**config.mk**
```make
export PLATFORM = sky130hd
export DESIGN_NAME = gpio_win_ctrl
export DESIGN_NICKNAME = d
export VERILOG_FILES = /design/src/rtl/gpio_win_pkg.sv /design/src/rtl/gpio_win_port.sv /design/src/rtl/gpio_cfg_bank.sv /design/src/rtl/gpio_pad_mux.sv /design/src/rtl/gpio_win_ctrl.sv
export SDC_FILE = /design/constraint.sdc
export NUM_CORES = 1
export LEC_CHECK = 0
export BUFFER_PORTS_ARGS = -buffer_cell sky130_fd_sc_hd__buf_4
export CAP_MARGIN = 20
export CORE_ASPECT_RATIO = 0.8
export CORE_MARGIN = 4
export CORE_UTILIZATION = 40
export DETAILED_ROUTE_END_ITERATION = 6
export PLACE_DENSITY = 0.66
export SYNTH_ARGS = -nofsm -noshare
export SYNTH_HDL_FRONTEND = slang
export SYNTH_SLANG_ARGS = --single-unit
export TNS_END_PERCENT = 1
```
**constraint.sdc**
```tcl
create_clock -name clk -period 2.7 [get_ports clk]
set_input_delay 0.135 -clock clk [delete_from_list [all_inputs] [get_ports clk]]
set_output_delay 0.135 -clock clk [all_outputs]
set_load 0.005 [all_outputs]
```
**src/rtl/gpio_win_pkg.sv**
```systemverilog
package gpio_win_pkg;
  localparam int B0_W   = 8;
  localparam int B1_W   = 6;
  localparam int B2_W   = 8;
  localparam int NPINS  = B0_W + B1_W + B2_W;
  localparam int B1_OFF = B0_W;
  localparam int B2_OFF = B0_W + B1_W;
  localparam int PIDX_W = $clog2(NPINS);

  localparam logic [7:0] CFG_BASE0  = 8'hE0;
  localparam logic [7:0] CFG_BASE1  = 8'hE8;
  localparam logic [7:0] CFG_BASE2  = 8'hF5;
  localparam logic [7:0] WIN_REG    = 8'h03;
  localparam logic [7:0] PIN_DEV    = 8'h08;
  localparam logic [7:0] IDX_BANK0  = 8'h01;
  localparam logic [7:0] IDX_BANK1  = 8'h02;
  localparam logic [7:0] IDX_BANK2  = 8'h03;

  typedef struct packed {
    logic              hit;
    logic [PIDX_W-1:0] idx;
  } pin_sel_t;

  // Maps a device-space address to a flat pin index.
  function automatic pin_sel_t cfg_lookup(input logic [7:0] a);
    pin_sel_t r;
    r = '0;
    if (a >= CFG_BASE0 && a < CFG_BASE0 + 8'(B0_W)) begin
      r.hit = 1'b1;
      r.idx = PIDX_W'(a - CFG_BASE0);
    end else if (a >= CFG_BASE1 && a < CFG_BASE1 + 8'(B1_W)) begin
      r.hit = 1'b1;
      r.idx = PIDX_W'(a - CFG_BASE1 + 8'(B1_OFF));
    end else if (a >= CFG_BASE2 && a < CFG_BASE2 + 8'(B2_W)) begin
      r.hit = 1'b1;
      r.idx = PIDX_W'(a - CFG_BASE2 + 8'(B2_OFF));
    end
    return r;
  endfunction

  // Index-port address for each window placement; data port is +1.
  function automatic logic [7:0] win_base(input logic [1:0] s);
    case (s)
      2'd0:    return 8'hE0;
      2'd1:    return 8'hE2;
      2'd2:    return 8'hE4;
      default: return 8'hEA;
    endcase
  endfunction
endpackage

```
**src/rtl/gpio_win_port.sv**
```systemverilog
module gpio_win_port #(
  parameter int AW = 8,
  parameter int DW = 8
) (
  input  logic          clk,
  input  logic          rst_n,
  input  logic [AW-1:0] io_addr,
  input  logic [DW-1:0] io_wdata,
  input  logic          io_wr,
  input  logic          win_en,
  input  logic [1:0]    win_sel,
  output logic [DW-1:0] idx_q,
  output logic          hit_index,
  output logic          hit_data
);
  import gpio_win_pkg::*;

  logic [AW-1:0] base;

  assign base      = AW'(win_base(win_sel));
  assign hit_index = win_en && (io_addr == base);
  assign hit_data  = win_en && (io_addr == base + AW'(1));

  always_ff @(posedge clk) begin
    if (!rst_n)                  idx_q <= '0;
    else if (io_wr && hit_index) idx_q <= io_wdata;
  end
endmodule

```
**src/rtl/gpio_cfg_bank.sv**
```systemverilog
module gpio_cfg_bank #(
  parameter int NP = 22,
  parameter int IW = 5,
  parameter int DW = 8
) (
  input  logic          clk,
  input  logic          rst_n,
  input  logic          wr_en,
  input  logic          wr_hit,
  input  logic [IW-1:0] wr_idx,
  input  logic [DW-1:0] wr_data,
  input  logic          rd_hit,
  input  logic [IW-1:0] rd_idx,
  output logic [NP-1:0] dir_in,
  output logic [NP-1:0] pol_inv,
  output logic [NP-1:0] spec_en,
  output logic [DW-1:0] rd_byte
);
  localparam int BIT_DIR  = 0;
  localparam int BIT_POL  = 1;
  localparam int BIT_SPEC = 3;

  for (genvar p = 0; p < NP; p++) begin : g_pin
    logic sel;
    assign sel = wr_en && wr_hit && (wr_idx == IW'(p));
    always_ff @(posedge clk) begin
      if (!rst_n) begin
        dir_in[p]  <= 1'b1;
        pol_inv[p] <= 1'b0;
        spec_en[p] <= 1'b0;
      end else if (sel) begin
        dir_in[p]  <= wr_data[BIT_DIR];
        pol_inv[p] <= wr_data[BIT_POL];
        spec_en[p] <= wr_data[BIT_SPEC];
      end
    end
  end

  always_comb begin
    rd_byte = '0;
    for (int p = 0; p < NP; p++) begin
      if (rd_hit && rd_idx == IW'(p)) begin
        rd_byte[BIT_DIR]  = dir_in[p];
        rd_byte[BIT_POL]  = pol_inv[p];
        rd_byte[BIT_SPEC] = spec_en[p];
      end
    end
  end
endmodule

```
**src/rtl/gpio_pad_mux.sv**
```systemverilog
module gpio_pad_mux #(
  parameter int NP = 22
) (
  input  logic [NP-1:0] latch,
  input  logic [NP-1:0] dir_in,
  input  logic [NP-1:0] pol_inv,
  input  logic [NP-1:0] spec_en,
  input  logic [NP-1:0] sf_out,
  input  logic [NP-1:0] pad_in,
  output logic [NP-1:0] pad_out,
  output logic [NP-1:0] pad_oe,
  output logic [NP-1:0] sf_in,
  output logic [NP-1:0] pin_view
);
  for (genvar p = 0; p < NP; p++) begin : g_pin
    assign pad_oe[p]   = ~dir_in[p];
    assign pad_out[p]  = spec_en[p] ? sf_out[p]
                       : (dir_in[p] ? 1'b0 : (latch[p] ^ pol_inv[p]));
    assign sf_in[p]    = pad_in[p];
    assign pin_view[p] = pad_in[p] ^ pol_inv[p];
  end
endmodule

```
**src/rtl/gpio_win_ctrl.sv**
```systemverilog
module gpio_win_ctrl #(
  parameter int AW = 8,
  parameter int DW = 8
) (
  input  logic                           clk,
  input  logic                           rst_n,
  input  logic [AW-1:0]                  io_addr,
  input  logic [DW-1:0]                  io_wdata,
  input  logic                           io_wr,
  input  logic                           io_rd,
  output logic [DW-1:0]                  io_rdata,
  output logic                           io_rvalid,
  input  logic                           cfg_wr,
  input  logic                           cfg_global,
  input  logic [7:0]                     cfg_ldn,
  input  logic [7:0]                     cfg_addr,
  input  logic [DW-1:0]                  cfg_wdata,
  output logic [DW-1:0]                  cfg_rdata,
  input  logic [gpio_win_pkg::NPINS-1:0] pad_in,
  output logic [gpio_win_pkg::NPINS-1:0] pad_out,
  output logic [gpio_win_pkg::NPINS-1:0] pad_oe,
  input  logic [gpio_win_pkg::NPINS-1:0] sf_out,
  output logic [gpio_win_pkg::NPINS-1:0] sf_in
);
  import gpio_win_pkg::*;

  localparam int EN_BIT = DW - 1;

  // Global window register.
  logic       win_en;
  logic [1:0] win_sel;
  logic       glob_hit;

  assign glob_hit = cfg_global && (cfg_addr == WIN_REG);

  always_ff @(posedge clk) begin
    if (!rst_n) begin
      win_en  <= 1'b0;
      win_sel <= 2'd0;
    end else if (cfg_wr && glob_hit) begin
      win_en  <= cfg_wdata[EN_BIT];
      win_sel <= cfg_wdata[1:0];
    end
  end

  // Pin configuration space.
  pin_sel_t      csel;
  logic          dev_hit;
  logic [DW-1:0] pin_cfg_byte;
  logic [NPINS-1:0] cfg_dir, cfg_pol, cfg_spec;

  assign csel    = cfg_lookup(cfg_addr);
  assign dev_hit = !cfg_global && (cfg_ldn == PIN_DEV) && csel.hit;

  gpio_cfg_bank #(.NP(NPINS), .IW(PIDX_W), .DW(DW)) u_cfg (
    .clk     (clk),
    .rst_n   (rst_n),
    .wr_en   (cfg_wr),
    .wr_hit  (dev_hit),
    .wr_idx  (csel.idx),
    .wr_data (cfg_wdata),
    .rd_hit  (dev_hit),
    .rd_idx  (csel.idx),
    .dir_in  (cfg_dir),
    .pol_inv (cfg_pol),
    .spec_en (cfg_spec),
    .rd_byte (pin_cfg_byte)
  );

  always_comb begin
    cfg_rdata = '0;
    if (glob_hit) begin
      cfg_rdata[EN_BIT] = win_en;
      cfg_rdata[1:0]    = win_sel;
    end else if (dev_hit) begin
      cfg_rdata = pin_cfg_byte;
    end
  end

  // Index/data window.
  logic [DW-1:0] idx_q;
  logic          hit_index, hit_data;

  gpio_win_port #(.AW(AW), .DW(DW)) u_port (
    .clk       (clk),
    .rst_n     (rst_n),
    .io_addr   (io_addr),
    .io_wdata  (io_wdata),
    .io_wr     (io_wr),
    .win_en    (win_en),
    .win_sel   (win_sel),
    .idx_q     (idx_q),
    .hit_index (hit_index),
    .hit_data  (hit_data)
  );

  // Output data latches, one bank slice per index value.
  logic [NPINS-1:0] latch_q;

  always_ff @(posedge clk) begin
    if (!rst_n) latch_q <= '0;
    else if (io_wr && hit_data) begin
      case (idx_q)
        IDX_BANK0: latch_q[B0_W-1:0]          <= io_wdata[B0_W-1:0];
        IDX_BANK1: latch_q[B1_OFF+:B1_W]      <= io_wdata[B1_W-1:0];
        IDX_BANK2: latch_q[B2_OFF+:B2_W]      <= io_wdata[B2_W-1:0];
        default:   latch_q                    <= latch_q;
      endcase
    end
  end

  // Pad multiplexer.
  logic [NPINS-1:0] pin_view;

  gpio_pad_mux #(.NP(NPINS)) u_pads (
    .latch    (latch_q),
    .dir_in   (cfg_dir),
    .pol_inv  (cfg_pol),
    .spec_en  (cfg_spec),
    .sf_out   (sf_out),
    .pad_in   (pad_in),
    .pad_out  (pad_out),
    .pad_oe   (pad_oe),
    .sf_in    (sf_in),
    .pin_view (pin_view)
  );

  // Read return path.
  logic [DW-1:0] rd_next;

  always_comb begin
    rd_next = '0;
    if (hit_index) rd_next = idx_q;
    else if (hit_data) begin
      case (idx_q)
        IDX_BANK0: rd_next = DW'(pin_view[B0_W-1:0]);
        IDX_BANK1: rd_next = DW'(pin_view[B1_OFF+:B1_W]);
        IDX_BANK2: rd_next = DW'(pin_view[B2_OFF+:B2_W]);
        default:   rd_next = '0;
      endcase
    end
  end

  always_ff @(posedge clk) begin
    if (!rst_n) begin
      io_rdata  <= '0;
      io_rvalid <= 1'b0;
    end else begin
      io_rvalid <= io_rd;
      if (io_rd) io_rdata <= rd_next;
    end
  end
endmodule

```
# Word level (Yosys, flattened, before mapping)
# Index checks and enable logic that the tools add are counted.
[op_classes]
reduce_logical = 62
div_mod_pow = 0
muxes = 99
order_cmp = 6
bitwise = 66
mul = 0
n_addsub = 6
shifts = 0
n_eq_ne = 30
[op_table]
columns = ["cell", "count"]
rows = [
  ["1-bit 2-to-1 mux", 67],
  ["1-bit logical AND", 56],
  ["2-bit 2-to-1 mux", 23],
  ["1-bit bitwise XOR", 44],
  ["5-bit by 4-bit equality test with 1-bit output (second input constant)", 8],
  ["5-bit equality test (second input constant)", 6],
  ["8-bit by 2-bit equality test with 1-bit output (second input constant)", 3],
  ["8-bit greater-or-equal comparator (second input constant)", 3],
  ["8-bit less-than comparator (second input constant)", 3],
  ["8-bit one-hot mux with 3 select lines", 1],
  ["1-bit NOT", 22],
  ["5-bit by 3-bit equality test with 1-bit output (second input constant)", 4],
  ["6-bit 2-to-1 mux", 3],
  ["8-bit equality test", 2],
  ["8-bit 2-to-1 mux", 2],
  ["4-bit one-hot mux with 3 select lines", 1],
  ["5-bit by 4-bit adder with 5-bit output (second input constant)", 2],
  ["5-bit by 2-bit equality test with 1-bit output (second input constant)", 2],
  ["8-bit by 1-bit equality test with 1-bit output (second input constant)", 1],
  ["8-bit by 4-bit equality test with 1-bit output (second input constant)", 1],
  ["6-bit by 2-bit adder with 7-bit output (second input constant)", 1],
  ["2-bit AND reduction", 3],
  ["5-bit by 1-bit equality test with 1-bit output (second input constant)", 1],
  ["5-bit zero test", 1],
  ["9 further kinds", 9],
]
[totals]
latch_bits = 0
mem_bits_ro = 0
ram_bits = 0
mem_count = 0
regBits = 108

# Depth between registers and ports, before layout
# Gate-level depths: netlist of the first run.
[logic_depth]
depth_word = 31
ltp_mapped = 14
depth_no_buf = 11

# Modules after synthesis
# From an unflattened synthesis of the first run, not the netlist that was laid out.
[unflattened]
hier_cells = 807
area_unflattened_um2 = 6775.2
[by_module_without_submodules]
columns = ["module", "cells_per_inst", "instances", "seq_area_each_um2", "area_per_inst_um2"]
rows = [
  ["gpio_cfg_bank", 419, 1, 1321.3, 3503.4],
  ["gpio_win_ctrl", 209, 1, 680.7, 1863.0],
  ["gpio_pad_mux", 132, 1, 0.0, 991.0],
  ["gpio_win_port", 47, 1, 160.2, 417.9],
]

# Worst setup path before layout of the first run
# Ideal clock, no wire load.
[synth_timing]
path_type = "in2out"
startpoint = "input port cfg_addr[0]"
endpoint = "output port cfg_rdata[0]"
path_buffers = 1
path_slack_ps = -103
arrival_ps = 2668
path_stages = 12
cell_sequence = "clkbuf_1 inv_1 ha_1 nand2b_1 a211oi_1 or4_4 nor3_4 a2bb2oi_1 o32a_1 nand4_1 a31oi_1 o221ai_1"
[synth_between]
elab_chain_len = 31
[synth_rtl]
columns = ["element", "line_no", "text"]
rows = [
  ["start: declaration", "gpio_win_ctrl.sv:16", "input logic [7:0] cfg_addr,"],
  ["5-bit subtractor, or another cell as far along", "gpio_win_pkg.sv:36", "r.idx = PIDX_W'(a - CFG_BASE2 + 8'(B2_OFF));"],
  ["5-bit by 4-bit adder with 5-bit output / 1-bit logical AND (equally long branches)", "gpio_win_pkg.sv:36, gpio_win_pkg.sv:34", ""],
  ["6-bit 2-to-1 mux", "gpio_win_pkg.sv:34", "end else if (a >= CFG_BASE2 && a < CFG_BASE2 + 8'(B2_W)) begin"],
  ["6-bit 2-to-1 mux", "gpio_win_pkg.sv:31", "end else if (a >= CFG_BASE1 && a < CFG_BASE1 + 8'(B1_W)) begin"],
  ["6-bit 2-to-1 mux", "gpio_win_pkg.sv:28", "if (a >= CFG_BASE0 && a < CFG_BASE0 + 8'(B0_W)) begin"],
  ["5-bit zero test / 1-bit logical AND (equally long branches)", "gpio_cfg_bank.sv:42, gpio_win_ctrl.sv:53", ""],
  ["1-bit logical AND", "gpio_cfg_bank.sv:42", "if (rd_hit && rd_idx == IW'(p)) begin"],
  ["2-bit 2-to-1 mux (22 in a row)", "gpio_cfg_bank.sv:42", ""],
  ["4-bit 2-to-1 mux", "gpio_win_ctrl.sv:75", "end else if (dev_hit) begin"],
  ["2-bit 2-to-1 mux (*)", "gpio_win_ctrl.sv:72", "if (glob_hit) begin"],
  ["end: declaration", "gpio_win_ctrl.sv:18", "output logic [DW-1:0] cfg_rdata,"],
]
# Every way passes the cells marked *; elsewhere a longest branch is shown, timed or not.

# Final worst setup path of the first run
[layout_timing]
startpoint = "input port cfg_addr[1]"
endpoint = "output port cfg_rdata[1]"
# Same word-level chain as after synthesis.

==> flow_metrics.py, run 1 <==
metrics = {
    "logic_synthesis": {
        "synth_top_cells_by_count": "130 x nand2_1, 108 x dfxtp_1, 62 x mux2i_1, 59 x nor2b_1, 42 x nor2_1",
        "syn_avg_cell_area_um2": 8.10,
        "synth_cells": 822,
        "synth-edff-count": 0,
        "seq_area_frac_synth": 0.325,
        "synth_cell_types": 68,
        "syn_area_um2": 6660,
        "yosys_warnings": 0,
        "async_flop_share": 0,
        "yosysMostFrequentCell": "nand2_1",
        "yosys_most_used_dff": "dfxtp_1",
        "netlist.area_leader.share": 0.325,
        "yosys.area.top_type": "dfxtp_1",
        "ys_ff_latch": 108,
        "synthTopCellsByArea": "dfxtp_1 32%, mux2i_1 9.3%, nand2_1 7.3%",
    },
    "route": {
        "post-route-drc-count": 0,
        "ant_nets": 0,
        "routed_via_density": 5.51,
        "vias": 6862,
        "finalWirelength_um": 24100,
        "drt_iter0_drc": 599,
        "dr.pass1.iters": 5,
        "wire_per_inst_um": 19.3,
    },
    "place": {
        "post-place-ws_ns": -0.249,
        "routabilityCongestion": 1.05,
        "dpl.hpwl_um": 18300,
        "dp.cells": 1219,
        "numPortBuffers": 164,
    },
    "critical_path": {
        "arrival_ns": 2.56,
        "cp-end-kind": "output port",
        "startpoint_type": "input pin",
        "critPathKind": "input pin to output port",
        "critPathMaxFanout": 4,
        "required_ns": 2.57,
    },
    "clock_tree": {
        "clkTransAtPathRegs_ns": 0.07,
        "clkLatencyLatePin_ns": 0.36,
        "cts.sinks": 108,
        "cts_buffer_depth": 2,
        "holdBufCountCts": 0,
        "ctsRootBufferMaster": "clkbuf_16",
        "cts_tree": "done",
        "cts_inserted_buffers": 9,
        "htreeDepth": 3,
    },
    "sta": {
        "finalCriticalPeriod_ns": 2.69,
        "rsz0062_at_grt": "yes",
        "max_freq_mhz": 371,
        "final_max_slew_viol_count": 0,
        "min_period_over_period": 0.998,
        "slew_headroom": 0.378,
        "setup_ws_ns": 0.00618,
        "hold_violations": 0,
        "hold_ws_ns": 0.0550,
        "finalSetupViolCount": 0,
        "clock-skew-final_ns": 0.0100,
        "worst_pin_slew_ns": 0.934,
    },
    "power": {
        "power.internal_mw": 2.46,
        "switchingPower_mw": 0.859,
        "leakage_nw": 3.76,
        "p_per_area_nw_per_um2": 361,
        "clkPwrFrac": 0.377,
        "seqPwrFrac": 0.482,
        "ir_drop_v": 0.000340,
        "power_frac_comb": 0.141,
        "swShare": 0.259,
    },
    "global_route": {
        "grt.total_usage": 0.247,
        "grt_pass1_wl_um": 36400,
        "antenna_found_initial": 0,
        "grt-ovfl-total": 0,
        "grt_pass1_vias": 6347,
        "grt_max_degree": 109,
    },
    "floorplanning": {
        "core_um2": 16100,
        "dieHeight_um": 123,
        "ios": 173,
        "initial_utilization": 0.415,
        "die_area_um2": 18800,
        "fp.dieW_um": 152,
        "fp-row-count": 41,
    },
    "cells_and_area": {
        "nNetsFinal": 1120,
        "n_fill_cell": 1509,
        "drive_gt1_frac": 0.327,
        "final_cells": 1246,
        "antenna_cells": 0,
        "area_growth_pct": 38.0,
    },
    "worst_hold_path": {
        "hold_class": "input pin to flop",
    },
    "run": {
        "max_cap_viol_count": 0,
    },
    "status": {
        "outcome": "completed",
    },
}
## registers in the layout (all words and copies together) (netlist names)
signal and flops:
io_rdata 8, u_cfg.dir_in 22, u_cfg.pol_inv 22, latch_q 22, win_sel 2, win_en 1, u_cfg.spec_en 22, u_port.idx_q 8
io_rvalid 1
## worst max-delay path, stage by stage
cell and delay [ns]:
buf_8 0.11, inv_8 0.06, ha_4 0.13, nand2b_4 0.14, a31oi_4 0.10, buf_6 0.15
o31a_1 0.33, nor3_4 0.23, buf_12 0.15, a21oi_4 0.04, a2bb2oi_2 0.17, a211o_1 0.33
a32oi_2 0.20, a2bb2oi_2 0.16, buf_4 0.12
## layout by cell type (no fill, tap or decap), drive strengths merged, types with 5 or more instances in the layout
cell type	netlist	routed
buf	37	261
nand2	131	131
dfxtp	108	108
mux2i	62	62
nor2b	59	59
nor2	43	43
inv	30	31
o21ai	30	30
nand3	28	28
xnor2	25	25
o31ai	25	25
a21boi	22	22
xor2	20	20
o211ai	17	17
a22oi	16	16
nor3	15	15
a21oi	12	12
clkbuf	34	11
and3	10	10
and2	9	9
o211a	8	8
nand4	6	6
a32oi	6	6
nor4	6	6
o22ai	6	6
a2bb2oi	5	5
a31oi	5	5
## power groups by stage
stage               Sequential [mW]  Clock [mW]  Combinational, mW
global route                   1.60        1.34              0.496
CTS                            1.60        1.27              0.424
finish                         1.60        1.25              0.466
floorplan                      1.64           0              0.191
global placement               1.64           0              0.407
detailed placement             1.64           0              0.407
## cell type report
class | count | area [µm²] | area share
multi-input combinational | 616 | 4360 | 0.474
sequential | 108 | 2160 | 0.235
timing repair buffer | 261 | 2010 | 0.219
tap | 215 | 269 | 0.0293
clock buffer | 11 | 233 | 0.0253
inverter | 30 | 120 | 0.0131
clock inverter | 5 | 36.3 | 0.00395
## per-stage QoR
step / cell area (µm²) / utilization / power, mW / TNS, ns
after floorplan: 6670 / - / 1.83 / 0
after global placement: 8430 / 0.525 / 2.05 / -0.531
after detailed placement: 8430 / 0.525 / 2.05 / -0.642
after CTS: 8850 / 0.551 / 3.29 / -0.00588
after global routing: 9190 / 0.572 / 3.43 / -0.176
final: 9190 / 0.572 / 3.32 / 0
## routing by layer
layer  vias up  wire length [µm]  GRT usage
met4         0               504     0.0707
met3        35              2010     0.0528
met5         -                 0          0
met2       306             10100      0.368
li1       3277                 -          -
met1      3244             11500      0.361
## kinds of logic (layout without fill, tap and decap cells)
family	count (synthesis)	count (layout)	synth area share
other	1	4	0.000563
adder cells (fa/ha/maj)	4	4	0.00752
multiplexers	62	62	0.0932
AND/OR/NAND/NOR	318	318	0.235
XOR/XNOR	45	45	0.0592
AO/OA/AOI/OAI	183	183	0.206
buffers and inverters	101	307	0.0739
flip-flops	108	108	0.325
## repair_timing
action | 4_1_cts | 5_1_grt
gates resized for setup | 24 | 52
pin swaps | 9 | 22
cloned | 0 | 0
setup endpoints to repair | 3 | 3
endpoints found under the hold margin | 0 | 0
setup buffers | 1 | 11
## worst paths after layout
path                      from            to  slack (ns)  depth (start not counted)
setup / recovery   cfg_addr[1]  cfg_rdata[1]       0.006                         15
hold / removal    cfg_wdata[7]        win_en        0.05                          3
setup reg to reg    win_sel[1]   latch_q[17]        0.36                          9
hold reg to reg         win_en        win_en        0.48                          2
(Power assumes the default switching activity.)
==> run 2: changes to the inputs <==
--- a/config.mk
+++ b/config.mk
@@ -9,9 +9,9 @@
 export CAP_MARGIN = 20
 export CORE_ASPECT_RATIO = 0.8
 export CORE_MARGIN = 4
-export CORE_UTILIZATION = 40
+export CORE_UTILIZATION = 34
 export DETAILED_ROUTE_END_ITERATION = 6
-export PLACE_DENSITY = 0.66
+export PLACE_DENSITY = 0.57
 export SYNTH_ARGS = -nofsm -noshare
 export SYNTH_HDL_FRONTEND = slang
 export SYNTH_SLANG_ARGS = --single-unit
==> run 2 against run 1 <==
Net effect:
- the run now ends with setup timing left
- flip-flop and latch count did not move
- critical path depth fell by 1
- combinational power rose by 2%
- core utilization fell by 8.2 points
- worst setup slack got worse by 0.074 ns
- sequential power barely moved
- cell count rose by 4.5%
- first-iteration DRC count fell by 9.8%
- sequential share of layout area fell by 0.41 points
- non-clock buffer count rose by 13
- clock power rose by 3%
==> flow_metrics.py, run 2 (same netlist as run 1, synthesis figures left out) <==
metrics = {
    "cells_and_area": {
        "layout_common_cells": "261 x buf_4, 127 x nand2_1, 108 x dfxtp_1",
        "antenna_cells": 0,
        "final_cells": 1302,
        "area_growth_pct": 40.5,
        "post-route-util": 0.490,
        "nNetsFinal": 1133,
        "drive_gt1_frac": 0.332,
        "stdcell_area_um2": 9350,
        "layout_commonest_cell": "buf_4",
    },
    "global_route": {
        "grt_pass1_wl_um": 37800,
        "grt.total_usage": 0.222,
        "grt-ovfl-total": 0,
        "met3_usage": 0.0359,
        "grt_pass1_vias": 6498,
        "grt_max_degree": 109,
        "use_met1": 0.334,
        "antenna_found_initial": 0,
        "grt_use_met2": 0.337,
        "busiest_layer": "met2",
    },
    "clock_tree": {
        "htreeDepth": 3,
        "cts_inserted_buffers": 9,
        "ctsRootBufferMaster": "clkbuf_16",
        "clkLatencyLatePin_ns": 0.36,
        "clkTransAtPathRegs_ns": 0.07,
        "cts.sinks": 108,
        "cts_buffer_depth": 2,
        "cts_tree": "done",
    },
    "floorplanning": {
        "dieHeight_um": 133,
        "fp-row-count": 45,
        "fp.dieW_um": 164,
        "initial_utilization": 0.349,
        "core_um2": 19100,
        "die_area_um2": 21900,
        "ios": 173,
    },
    "route": {
        "post-route-drc-count": 0,
        "wire_per_inst_um": 19.2,
        "finalWirelength_um": 25000,
        "routed_via_density": 5.21,
        "dr.pass1.iters": 5,
        "ant_nets": 0,
        "vias": 6782,
        "drt_iter0_drc": 540,
    },
    "power": {
        "p_per_area_nw_per_um2": 360,
        "leakage_nw": 3.86,
        "p_total_mw": 3.37,
        "ir_drop_v": 0.000220,
    },
    "critical_path": {
        "startpoint_type": "input pin",
        "critPathMaxFanout": 3,
        "cp-end-kind": "output port",
        "regToRegEndpoint": "latch_q[18]",
        "cp-endpoint": "cfg_rdata[1]",
        "required_ns": 2.57,
        "r2r_slack_ns": 0.48,
        "arrival_ns": 2.63,
        "worst-r2r-cell-count": 8,
        "rr_startpoint": "u_port.idx_q[4]",
        "critPathKind": "input pin to output port",
        "startpoint": "cfg_addr[1]",
    },
    "status": {
        "outcome": "complete, but fails checks",
        "violations": "setup timing",
    },
    "sta": {
        "hold_violations": 0,
        "min_period_over_period": 1.03,
        "worst_pin_slew_ns": 0.970,
        "hold_ws_ns": 0.0585,
        "max_freq_mhz": 361,
        "rsz0062_at_grt": "yes",
        "finalSetupViolCount": 2,
        "clock-skew-final_ns": 0.00680,
        "slew_headroom": 0.354,
        "setup_ws_ns": -0.0683,
        "finalCriticalPeriod_ns": 2.77,
        "final_max_slew_viol_count": 0,
        "finalSetupTns_ns": -0.0822,
    },
    "place": {
        "placed_area_um2": 8560,
        "numPortBuffers": 164,
        "routabilityCongestion": 0.926,
        "dpl.hpwl_um": 19200,
        "post-place-ws_ns": -0.396,
        "dp.cells": 1272,
    },
    "run": {
        "max_cap_viol_count": 0,
    },
    "worst_hold_path": {
        "hold_class": "input pin to flop",
    },
}
-- run 2: cell count changes in the layout (fill, tap and decap cells not counted), sizes merged --
cell | previous run | this run
clkinv | 1 | 0
buf | 261 | 274
clkbuf | 11 | 12
-- run 2: worst min-delay path by stage --
stage / to / start / cells past startpoint / slack, ns
2_1_floorplan: u_cfg.dir_in[5] / cfg_wdata[0] / 2 / 0.26
3_3_place_gp: win_en / cfg_wdata[7] / 3 / 0.42
3_5_place_dp: latch_q[7] / io_wdata[7] / 3 / 0.43
4_1_cts: latch_q[7] / io_wdata[7] / 3 / 0.05
5_1_grt: latch_q[16] / io_wdata[2] / 3 / 0.08
6_report: latch_q[7] / io_wdata[7] / 3 / 0.06
-- run 2: power breakdown --
group	leakage, nW	internal, mW	switching [mW]
clock	0.127	0.660	0.633
combinational	2.86	0.240	0.237
sequential	0.872	1.60	0.00306
-- run 2: routing by layer --
metal,vias to the layer above,share of wire
li1,3312,-
met1,3206,0.48
met2,245,0.43
met3,19,0.071
met4,0,0.011
met5,-,0
-- run 2: final cells by class --
cell class | instances | area, µm²
fill | 1857 | 9740
multi-input combinational | 616 | 4330
sequential | 108 | 2160
timing repair buffer | 274 | 2130
tap | 258 | 323
clock buffer | 12 | 246
inverter | 30 | 125
clock inverter | 4 | 33.8
-- run 2: timing repair --
action / 4_1_cts / 5_1_grt
setup endpoints to repair: 3 / 3
resized for setup: 41 / 46
cloned: 0 / 1
setup buffers: 4 / 10
pin swaps: 22 / 33
hold buffers: 0 / 0
-- run 2: critical path, cell delays in order --
cell and delay (ns):
buf_8 0.11, inv_8 0.06, ha_4 0.13, nand2b_4 0.15, a211oi_4 0.08, or4_4 0.58, nor3_4 0.29, buf_4 0.16
a32oi_1 0.04, a21o_1 0.20, a21o_1 0.17, a32oi_2 0.19, a2bb2oi_2 0.21, buf_4 0.14
==> run 3: changes to the inputs <==
--- a/config.mk
+++ b/config.mk
@@ -7,11 +7,13 @@
 export LEC_CHECK = 0
 export BUFFER_PORTS_ARGS = -buffer_cell sky130_fd_sc_hd__buf_4
 export CAP_MARGIN = 20
+export CELL_PAD_IN_SITES_DETAIL_PLACEMENT = 0
+export CELL_PAD_IN_SITES_GLOBAL_PLACEMENT = 1
 export CORE_ASPECT_RATIO = 0.8
 export CORE_MARGIN = 4
 export CORE_UTILIZATION = 34
 export DETAILED_ROUTE_END_ITERATION = 6
-export PLACE_DENSITY = 0.57
+export PLACE_DENSITY = 0.75
 export SYNTH_ARGS = -nofsm -noshare
 export SYNTH_HDL_FRONTEND = slang
 export SYNTH_SLANG_ARGS = --single-unit
==> run 3 against run 2 <==
Net effect:
- the run still ends with setup timing left
- sequential power about the same
- non-clock buffer count up 2
- combinational power rose by 1%
- global-route usage rose by 1.2 points
- via count is 0.55% higher
- flip-flop and latch count stayed put
- worst setup slack worse by 0.0069 ns
==> flow_metrics.py, run 3 (same netlist as run 1, synthesis figures left out) <==
metrics = {
    "status": {
        "outcome": "complete, but fails checks",
        "violations": "setup timing",
    },
    "worst_hold_path": {
        "hold_depth": 3,
        "holdPathEnd": "win_en",
        "hold_class": "input pin to flop",
        "holdCritStartpoint": "cfg_wdata[7]",
    },
    "route": {
        "wire_per_inst_um": 19.9,
        "ant_nets": 0,
        "routed_via_density": 5.23,
        "vias": 6819,
        "dr.pass1.iters": 5,
        "post-route-drc-count": 0,
        "drt_iter0_drc": 483,
        "finalWirelength_um": 26000,
    },
    "sta": {
        "max_freq_mhz": 360,
        "final_max_slew_viol_count": 0,
        "clock-skew-final_ns": 0.0101,
        "finalSetupViolCount": 3,
        "hold_violations": 0,
        "hold_ws_ns": 0.0357,
        "rsz0062_at_grt": "yes",
        "slew_headroom": 0.562,
        "setup_ws_ns": -0.0751,
        "worst_pin_slew_ns": 0.657,
        "min_period_over_period": 1.03,
        "finalCriticalPeriod_ns": 2.78,
    },
    "clock_tree": {
        "cts_tree": "done",
        "cts_buffer_depth": 2,
        "holdBufCountCts": 0,
        "cts_inserted_buffers": 9,
        "ctsRootBufferMaster": "clkbuf_16",
        "clkLatencyLatePin_ns": 0.37,
        "htreeDepth": 3,
        "clkTransAtPathRegs_ns": 0.08,
        "cts.sinks": 108,
    },
    "floorplanning": {
        "ios": 173,
        "initial_utilization": 0.349,
        "fp.dieW_um": 164,
        "core_um2": 19100,
        "dieHeight_um": 133,
        "fp-row-count": 45,
        "die_area_um2": 21900,
    },
    "critical_path": {
        "r2r_slack_ns": 0.44,
        "cp-end-kind": "output port",
        "arrival_ns": 2.64,
        "rr_startpoint": "win_sel[1]",
        "startpoint": "cfg_addr[1]",
        "worst-r2r-cell-count": 8,
        "startpoint_type": "input pin",
        "path_cells": "buf_8, inv_8, ha_4, nand2b_4, a211oi_4, or4_4, nor3_4, a2bb2oi_2, o32a_1, nand4_1, a31oi_1, o221ai_1, buf_4",
        "critPathMaxFanout": 5,
        "max_stage_delay_ns": 0.57,
        "required_ns": 2.57,
        "regToRegEndpoint": "latch_q[15]",
        "slowest_stage": "or4_4",
        "critPathKind": "input pin to output port",
    },
    "cells_and_area": {
        "stdcell_area_um2": 9300,
        "nNetsFinal": 1135,
        "drive_gt1_frac": 0.327,
        "area_growth_pct": 39.6,
        "layout_commonest_cell": "buf_4",
        "layout_common_cells": "265 x buf_4, 129 x nand2_1, 108 x dfxtp_1",
        "n_fill_cell": 1924,
        "final_cells": 1304,
        "antenna_cells": 0,
    },
    "place": {
        "numPortBuffers": 164,
        "dp.cells": 1281,
        "routabilityCongestion": 1.01,
        "placed_area_um2": 8630,
        "dpl.hpwl_um": 20300,
    },
    "power": {
        "leakage_nw": 3.87,
        "p_total_mw": 3.60,
        "p_per_area_nw_per_um2": 388,
        "ir_drop_v": 0.000261,
    },
    "global_route": {
        "grt_pass1_vias": 6747,
        "grt-ovfl-total": 0,
        "antenna_found_initial": 0,
        "grt.total_usage": 0.235,
        "grt_pass1_wl_um": 39600,
        "grt_max_degree": 69,
    },
    "run": {
        "max_cap_viol_count": 0,
    },
}
## run 3: cell type report
type	count	area, µm²	area share
Clock buffer	9	225	0.0242
Timing Repair Buffer	276	2120	0.228
Inverter	30	123	0.0132
Clock inverter	7	114	0.0122
Tap cell	258	323	0.0347
Multi-Input combinational cell	616	4230	0.455
Sequential cell	108	2160	0.233
## run 3: power breakdown
group / leakage, nW / switching [mW] / internal (mW)
logic: 2.83 / 0.241 / 0.240
clock network: 0.165 / 0.683 / 0.837
registers: 0.872 / 0.00321 / 1.60
total: 3.87 / 0.928 / 2.68
## run 3: worst max-delay path by stage
stage                         to  slack [ns]  cells after the start
floorplan           cfg_rdata[0]       0.003                     12
global placement    cfg_rdata[1]       -0.24                     15
detailed placement  cfg_rdata[0]       -0.26                     13
CTS                 cfg_rdata[0]       -0.04                     11
global route        cfg_rdata[0]       -0.15                     15
finish              cfg_rdata[0]       -0.08                     13
## run 3: layer usage
layer	global-route usage	vias up	wire length, µm
met4	0.0600	0	512
met3	0.0606	28	2040
met1	0.351	3235	12600
met2	0.333	249	10900
li1	-	3307	-
met5	0	-	0
## run 3: per-stage QoR
step	setup slack, ns	TNS, ns	util
4_1_cts	-0.0374	-0.0868	0.481
5_1_grt	-0.153	-0.396	0.487
6_report	-0.0751	-0.108	0.487
2_1_floorplan	0.00280	0	-
3_5_place_dp	-0.263	-1.02	0.452
3_3_place_gp	-0.242	-0.698	0.452
## run 3: repair_timing
action	4_1_cts	5_1_grt
setup buffers	4	3
pin swaps	15	21
cloned	0	0
setup endpoints to repair	3	3
resized for setup	36	25
## run 3: critical path, delay by kind of cell
kind / cells / cell delay (ns)
and+or+nand+nor: 4 / 1.14
AOI/OAI and AO/OA: 5 / 0.93
buffers and inverters: 3 / 0.32
adders and majority gates: 1 / 0.12
